===== config.mk =====
export PLATFORM = sky130hd
export DESIGN_NAME = warp_splitter
export DESIGN_NICKNAME = d
export VERILOG_FILES = /design/src/rtl/warp_split_pkg.sv /design/src/rtl/ws_ctrl.sv /design/src/rtl/ws_datapath.sv /design/src/rtl/warp_splitter.sv
export SDC_FILE = /design/constraint.sdc
export NUM_CORES = 2
export LEC_CHECK = 0
export CORE_MARGIN = 1.5
export CORE_UTILIZATION = 60
export DETAILED_ROUTE_END_ITERATION = 16
export DONT_BUFFER_PORTS = 1
export GPL_TIMING_DRIVEN = 0
export PLACE_DENSITY = 0.85
export SKIP_CTS_REPAIR_TIMING = 1
export SYNTH_ARGS = -nofsm -noshare
export SYNTH_HDL_FRONTEND = slang
export SYNTH_SLANG_ARGS = --single-unit

===== constraint.sdc =====
create_clock -name clk -period 11.9 [get_ports clk]
set_clock_uncertainty 0.2 [all_clocks]
set_input_delay 1.19 -clock clk [delete_from_list [all_inputs] [get_ports clk]]
set_output_delay 1.19 -clock clk [all_outputs]
set_load 0.05 [all_outputs]

===== src/rtl/warp_split_pkg.sv =====
package warp_split_pkg;

  typedef enum logic [0:0] {
    ST_IDLE = 1'b0,
    ST_RUN  = 1'b1
  } ws_state_t;

  typedef struct packed {
    logic load;       // latch launch configuration, clear counters
    logic stepWarp;   // advance to next warp in the same block
    logic stepBlock;  // advance to warp 0 of the next block
  } ws_strobe_t;

endpackage


===== src/rtl/ws_ctrl.sv =====
module ws_ctrl
  import warp_split_pkg::*;
(
  input  logic       clk,
  input  logic       rstN,
  input  logic       launchValid,
  input  logic       zeroLaunch,
  input  logic       descReady,
  input  logic       lastWarp,
  input  logic       lastBlock,
  output logic       launchReady,
  output logic       descValid,
  output logic       done,
  output ws_strobe_t stb
);

  ws_state_t state, stateNx;
  logic      fire;
  logic      finalFire;
  logic      zeroTaken;
  logic      doneQ;

  assign launchReady = (state == ST_IDLE);
  assign descValid   = (state == ST_RUN);
  assign fire        = descValid && descReady;
  assign finalFire   = fire && lastWarp && lastBlock;
  assign zeroTaken   = launchReady && launchValid && zeroLaunch;
  assign done        = doneQ;

  always_comb begin
    stb     = '0;
    stateNx = state;
    unique case (state)
      ST_IDLE: begin
        if (launchValid && !zeroLaunch) begin
          stb.load = 1'b1;
          stateNx  = ST_RUN;
        end
      end
      ST_RUN: begin
        if (fire) begin
          if (lastWarp) begin
            if (lastBlock) stateNx = ST_IDLE;
            else           stb.stepBlock = 1'b1;
          end else begin
            stb.stepWarp = 1'b1;
          end
        end
      end
      default: stateNx = ST_IDLE;
    endcase
  end

  always_ff @(posedge clk) begin
    if (!rstN) begin
      state <= ST_IDLE;
      doneQ <= 1'b0;
    end else begin
      state <= stateNx;
      doneQ <= finalFire || zeroTaken;
    end
  end

endmodule


===== src/rtl/ws_datapath.sv =====
module ws_datapath
  import warp_split_pkg::*;
#(
  parameter int WARP_LANES = 32,
  parameter int IDX_W      = 32,
  parameter int BLK_W      = 16,
  parameter int TPB_W      = 16
) (
  input  logic                  clk,
  input  logic                  rstN,
  input  ws_strobe_t            stb,
  input  logic [BLK_W-1:0]      gridBlocks,
  input  logic [TPB_W-1:0]      blockThreads,
  input  logic [IDX_W-1:0]      elemCount,
  output logic [BLK_W-1:0]      descBlock,
  output logic [TPB_W-1:0]      descWarp,
  output logic [IDX_W-1:0]      descBase,
  output logic [WARP_LANES-1:0] descMask,
  output logic                  descEmpty,
  output logic                  lastWarp,
  output logic                  lastBlock
);

  localparam int LANE_W = $clog2(WARP_LANES);
  localparam int CMP_W  = IDX_W + 1;

  logic [BLK_W-1:0] cfgGrid;
  logic [TPB_W-1:0] cfgThreads;
  logic [TPB_W-1:0] cfgWarps;
  logic [IDX_W-1:0] cfgBound;

  logic [BLK_W-1:0] blkIdx;
  logic [TPB_W-1:0] wrpIdx;
  logic [IDX_W-1:0] blkBase;   // running block index * threads per block
  logic [IDX_W-1:0] warpOff;   // running warp index * lanes

  logic [TPB_W:0]   roundUp;
  logic [TPB_W-1:0] warpsNeeded;

  assign roundUp     = {1'b0, blockThreads} + (TPB_W+1)'(WARP_LANES - 1);
  assign warpsNeeded = TPB_W'(roundUp >> LANE_W);

  always_ff @(posedge clk) begin
    if (!rstN) begin
      cfgGrid    <= '0;
      cfgThreads <= '0;
      cfgWarps   <= '0;
      cfgBound   <= '0;
      blkIdx     <= '0;
      wrpIdx     <= '0;
      blkBase    <= '0;
      warpOff    <= '0;
    end else if (stb.load) begin
      cfgGrid    <= gridBlocks;
      cfgThreads <= blockThreads;
      cfgWarps   <= warpsNeeded;
      cfgBound   <= elemCount;
      blkIdx     <= '0;
      wrpIdx     <= '0;
      blkBase    <= '0;
      warpOff    <= '0;
    end else if (stb.stepBlock) begin
      blkIdx     <= blkIdx + 1'b1;
      wrpIdx     <= '0;
      blkBase    <= blkBase + IDX_W'(cfgThreads);
      warpOff    <= '0;
    end else if (stb.stepWarp) begin
      wrpIdx     <= wrpIdx + 1'b1;
      warpOff    <= warpOff + IDX_W'(WARP_LANES);
    end
  end

  assign descBlock = blkIdx;
  assign descWarp  = wrpIdx;
  assign descBase  = blkBase + warpOff;
  assign lastWarp  = (wrpIdx == cfgWarps - 1'b1);
  assign lastBlock = (blkIdx == cfgGrid - 1'b1);

  for (genvar l = 0; l < WARP_LANES; l++) begin : g_lane
    logic [CMP_W-1:0] globalIdx;
    logic [CMP_W-1:0] localIdx;
    assign globalIdx   = {1'b0, descBase} + CMP_W'(l);
    assign localIdx    = {1'b0, warpOff}  + CMP_W'(l);
    assign descMask[l] = (globalIdx < {1'b0, cfgBound}) &&
                         (localIdx  < CMP_W'(cfgThreads));
  end

  assign descEmpty = ~|descMask;

endmodule


===== src/rtl/warp_splitter.sv =====
module warp_splitter
  import warp_split_pkg::*;
#(
  parameter int WARP_LANES = 32,
  parameter int IDX_W      = 32,
  parameter int BLK_W      = 16,
  parameter int TPB_W      = 16
) (
  input  logic                  clk,
  input  logic                  rstN,
  input  logic                  launchValid,
  output logic                  launchReady,
  input  logic [BLK_W-1:0]      gridBlocks,
  input  logic [TPB_W-1:0]      blockThreads,
  input  logic [IDX_W-1:0]      elemCount,
  output logic                  descValid,
  input  logic                  descReady,
  output logic [BLK_W-1:0]      descBlock,
  output logic [TPB_W-1:0]      descWarp,
  output logic [IDX_W-1:0]      descBase,
  output logic [WARP_LANES-1:0] descMask,
  output logic                  descEmpty,
  output logic                  done
);

  ws_strobe_t stb;
  logic       zeroLaunch;
  logic       lastWarp;
  logic       lastBlock;

  assign zeroLaunch = (gridBlocks == '0) || (blockThreads == '0);

  ws_ctrl u_ctrl (
    .clk         (clk),
    .rstN        (rstN),
    .launchValid (launchValid),
    .zeroLaunch  (zeroLaunch),
    .descReady   (descReady),
    .lastWarp    (lastWarp),
    .lastBlock   (lastBlock),
    .launchReady (launchReady),
    .descValid   (descValid),
    .done        (done),
    .stb         (stb)
  );

  ws_datapath #(
    .WARP_LANES (WARP_LANES),
    .IDX_W      (IDX_W),
    .BLK_W      (BLK_W),
    .TPB_W      (TPB_W)
  ) u_dp (
    .clk          (clk),
    .rstN         (rstN),
    .stb          (stb),
    .gridBlocks   (gridBlocks),
    .blockThreads (blockThreads),
    .elemCount    (elemCount),
    .descBlock    (descBlock),
    .descWarp     (descWarp),
    .descBase     (descBase),
    .descMask     (descMask),
    .descEmpty    (descEmpty),
    .lastWarp     (lastWarp),
    .lastBlock    (lastBlock)
  );

endmodule


==> results of run 1 <==
per-layer routing:
metal / track usage [%] / overflow
met4: 60.5 / 2
met1: 69.3 / 0
met5: 12.7 / 0
met2: 85.1 / 4
met3: 43.5 / 0
stage by stage:
step	hold WS, ps	util (%)
floorplan	243	-
global placement	250	62.6
detailed placement	258	63.7
CTS	268	64.5
cells in the mapped netlist, drive strengths merged, types with 32 or more instances:
cell / number / area (µm²)
clkbuf: 220 / 826
dfxtp: 169 / 3380
a21o: 269 / 2020
a2111oi: 41 / 378
xor2: 349 / 3060
o21ai: 191 / 956
and3: 46 / 288
and2: 33 / 206
o211ai: 32 / 250
nor4: 33 / 206
a21oi: 328 / 1640
nor2: 622 / 2330
xnor2: 644 / 5640
nand3: 144 / 721
a31oi: 53 / 332
a211oi: 46 / 345
nor2b: 63 / 397
nand4: 147 / 932
o21a: 45 / 338
a21boi: 77 / 578
nand2: 641 / 2410
inv: 147 / 552
ha: 1000 / 12500
o2111ai: 33 / 289
nor3: 114 / 571
kinds of logic after synthesis:
logic type | Yosys count | synth area share, %
muxes | 17 | 0.391
adders and majority gates | 1002 | 28.7
and+or+nand+nor | 1988 | 20.8
AOI/OAI and AO/OA | 1254 | 19.1
xor gates and xnor gates | 993 | 19.9
buffers and inverters | 397 | 3.45
DFF | 169 | 7.72
==> run metrics, run 1 <==
status did not finish; Last stage global routing (5_1_grt); stop err [ERROR GRT-0116] Global routing finished with congestion. Check the congestion regions in the DRC Viewer.; Root Buffer clkbuf_16; flops & latches, synth 169; IO Count 168; sequential area share after synthesis 7.72%; DP Cell Count 6807; Die H 273 µm; vias in the first global route 49200; gr usage total 65.5%; Netlist Area Pre-Place 0.0438 mm²; H-Tree Depth 4; average cell area after synthesis 7.53 µm²; Die Wd 273 µm; clk sink count 169; Post-synth EDFFs 0; starting density of the core 61.0%; pin count of the biggest net entering global routing 33; Num CTS Buffers 17; Yosys cell types 79; fraction of registers with async set/reset 0%; routability congestion estimate 1.19; placed standard-cell area 0.0458 mm²; Post-DP HPWL 178000 µm; Clock Path Buffers 2; num rows 98; first-pass GRT wire length 353000 µm; Post-Syn Nets 6890; Cells after Synth 5820; pre-CTS setup slack -1750 ps; total gr overflow 6; Buffers on Ports 0; Top FF cell, synth dfxtp_1; Yosys warning total 0
==> run 2: changes to the inputs <==
--- a/config.mk
+++ b/config.mk
@@ -6,11 +6,11 @@
 export NUM_CORES = 2
 export LEC_CHECK = 0
 export CORE_MARGIN = 1.5
-export CORE_UTILIZATION = 60
+export CORE_UTILIZATION = 40
 export DETAILED_ROUTE_END_ITERATION = 16
 export DONT_BUFFER_PORTS = 1
 export GPL_TIMING_DRIVEN = 0
-export PLACE_DENSITY = 0.85
+export PLACE_DENSITY_LB_ADDON = 0.15
 export SKIP_CTS_REPAIR_TIMING = 1
 export SYNTH_ARGS = -nofsm -noshare
 export SYNTH_HDL_FRONTEND = slang
==> run metrics, run 2 <==
area delta synth->final 9.39%; Buf/Inv on CP 2; Post-synth EDFFs 0; final WL 270000 µm; Comb power frac 44.4%; ranking of synthesized cells by area ha_1 29%, xnor2_1 13%, dfxtp_1 7.7%; Clock Path Buffers 3; Sw Pwr 993 µW; num rows 121; Post-DP HPWL 216000 µm; average vias per placed instance 6.48; Buffers on Ports 0; relative slew slack -8.62%; routability congestion estimate 1.06; layout cell share with drive strength beyond 1 5.01%; total core area 0.109 mm²; initial antenna violation count 13; most common cell after layout, fill and taps aside ha_1; gr usage total 47.0%; Cells after Synth 5820; Die H 334 µm; critical path's slowest cell o21ai_0; commonest non-fill, non-tap cells in the layout 1000 x ha_1, 640 x nand2_1, 638 x xnor2_1, 615 x nor2_1, 346 x xor2_1; fillers 11600; Die Wd 334 µm; Post-route DRC 0; Netlist Area Pre-Place 0.0438 mm²; Final setup viols 3; Root Buffer clkbuf_16; flops & latches, synth 169; Top FF cell, synth dfxtp_1; RSZ-0062 raised after global routing false; pin count of the biggest net entering global routing 33; Yosys cell types 79; placed standard-cell area 0.0469 mm²; fin nets 6995; Switching Fraction 43.4%; Worst setup SP type register; Layout Utilization 44.1%; Crit Reg-Reg Endpoint u_dp.blkBase[20]; clock share of power 29.0%; max-slew violations 77; DRT antenna net count 0; clk sink count 169; maximum clock frequency 82.7 MHz; post-route minimum period 12100 ps; Hold Startpoint u_dp.cfgBound[2]; Largest stage delay, worst path 880 ps; Num CTS Buffers 25; CTS tree yes; type of the tightest min-delay check reg2reg; total gr overflow 0; Crit path required time 10510 ps; vias in the first global route 45700; WL per Instance 36.8 µm; starting density of the core 40.3%; Crit Path Class reg2out; Synth area leader ha_1; drt first-iter violations 5120; VDD IR max 0.128 mV; H-Tree Depth 4; worst slew pin tran 1630 ps; Vias 47600; cells on worst reg2reg path 15; max-cap violations 14; status finished, violations left; CP delay by family, top simple AND/OR/NAND/NOR gates; Yosys warning total 0; maximum fanout along the worst path 10; share of the synthesized area in the top cell type 28.6%; final setup margin -196 ps; Power Internal 1.30 mW; clk slew on worst S/H paths 80 ps; average cell area after synthesis 7.53 µm²; first-pass GRT wire length 365000 µm; reg2reg start u_dp.blkBase[1]; failing checks max-capacitance violations, max-slew violations, negative setup slack; power share of the sequential group 26.5%; Post-Syn Nets 6890; sequential area share after synthesis 7.72%; Hold Path Sink u_dp.cfgBound[2]; LEAKAGE 22.7 nW; met2 Use GR 72.3%; setup slack, reg-to-reg 5800 ps; DRT Pass-1 Iters 8; top cells by count, synth 1000 x ha_1, 644 x xnor2_1, 641 x nand2_1, 622 x nor2_1, 349 x xor2_1; GR Util met3 10.2%; top-count cell post-synth ha_1; IO Count 168; Arrival @ worst endpoint 10710 ps; Final Hold Viols 0; power per standard cell area 47.8 mW/mm²; Die ar. 0.111 mm²; GR Util met1 54.5%; final instance area 0.0479 mm²; biggest regs u_dp.blkBase x32, u_dp.cfgBound x32, u_dp.warpOff x27; Hold Path Depth 2; fraction of registers with async set/reset 0%; post-route total power 2.29 mW; Clock Latency Late Sink 510 ps; crit end category output pin; GR peak layer met2; fin crit share 102%
[run 2: cell counts after synthesis]
Identical to the previous run, type by type.
[run 2: kinds of logic after synthesis]
family / count (synthesis) / share of synthesized area (%)
mux: 17 / 0.391
fa+ha+maj: 1002 / 28.7
compound gates: 1254 / 19.1
xor+xnor: 993 / 19.9
simple gates: 1988 / 20.8
flops: 169 / 7.72
buf+inv: 397 / 3.45
[run 2: worst min-delay path: stages (launching register included)]
cell and delay (ps):
dfxtp_1 310, nand2_1 50, a21boi_0 60
[run 2: how the worst max path moves through the flow]
stage	startpoint	endpoint	depth (start not counted)
floorplan	u_dp.warpOff[16]	descEmpty	26
global placement	u_dp.warpOff[6]	descEmpty	23
detailed placement	u_dp.warpOff[5]	descEmpty	24
CTS	u_dp.warpOff[5]	descEmpty	24
global route	u_dp.warpOff[6]	descEmpty	24
finish	u_dp.warpOff[5]	descEmpty	25
[run 2: power by group through the flow]
stage / Clock [mW] / Combinational [mW] / Sequential [mW]
floorplan: 0 / 0.579 / 0.609
finish: 0.664 / 1.02 / 0.607
detailed placement: 0 / 0.969 / 0.619
global placement: 0 / 0.916 / 0.618
global route: 0.691 / 1.06 / 0.609
CTS: 0.673 / 0.972 / 0.607
[run 2: layout make-up]
cell class / count / area (µm²) / share of cell area [%]
inverter: 147 / 552 / 1.15
tap: 1414 / 1770 / 3.69
timing repair buffer: 80 / 1120 / 2.34
multi-input combinational: 5254 / 39300 / 82.1
sequential: 169 / 3380 / 7.06
clock buffer: 30 / 674 / 1.41
buffer: 248 / 1030 / 2.14
clock inverter: 2 / 37.5 / 0.0783
antenna: 7 / 17.5 / 0.0366
[run 2: metrics by stage]
step	cells	hold WS, ps	TNS, ps	worst slack (ps)
after CTS	7333	270	-13270	-3710
after global routing	7344	297	0	1.16
after floorplan	5820	243	0	2900
after global placement	7234	251	-27360	-4030
final	7351	269	-310	-196
after detailed placement	7301	260	-5240	-3130
[run 2: layer usage]
metal / part of all wire (%) / wire length (µm)
met1: 37 / 101000
met2: 42 / 114000
met3: 9.2 / 24900
met4: 11 / 30400
met5: 0.010 / 27
Power figures use the tool's default switching activity.
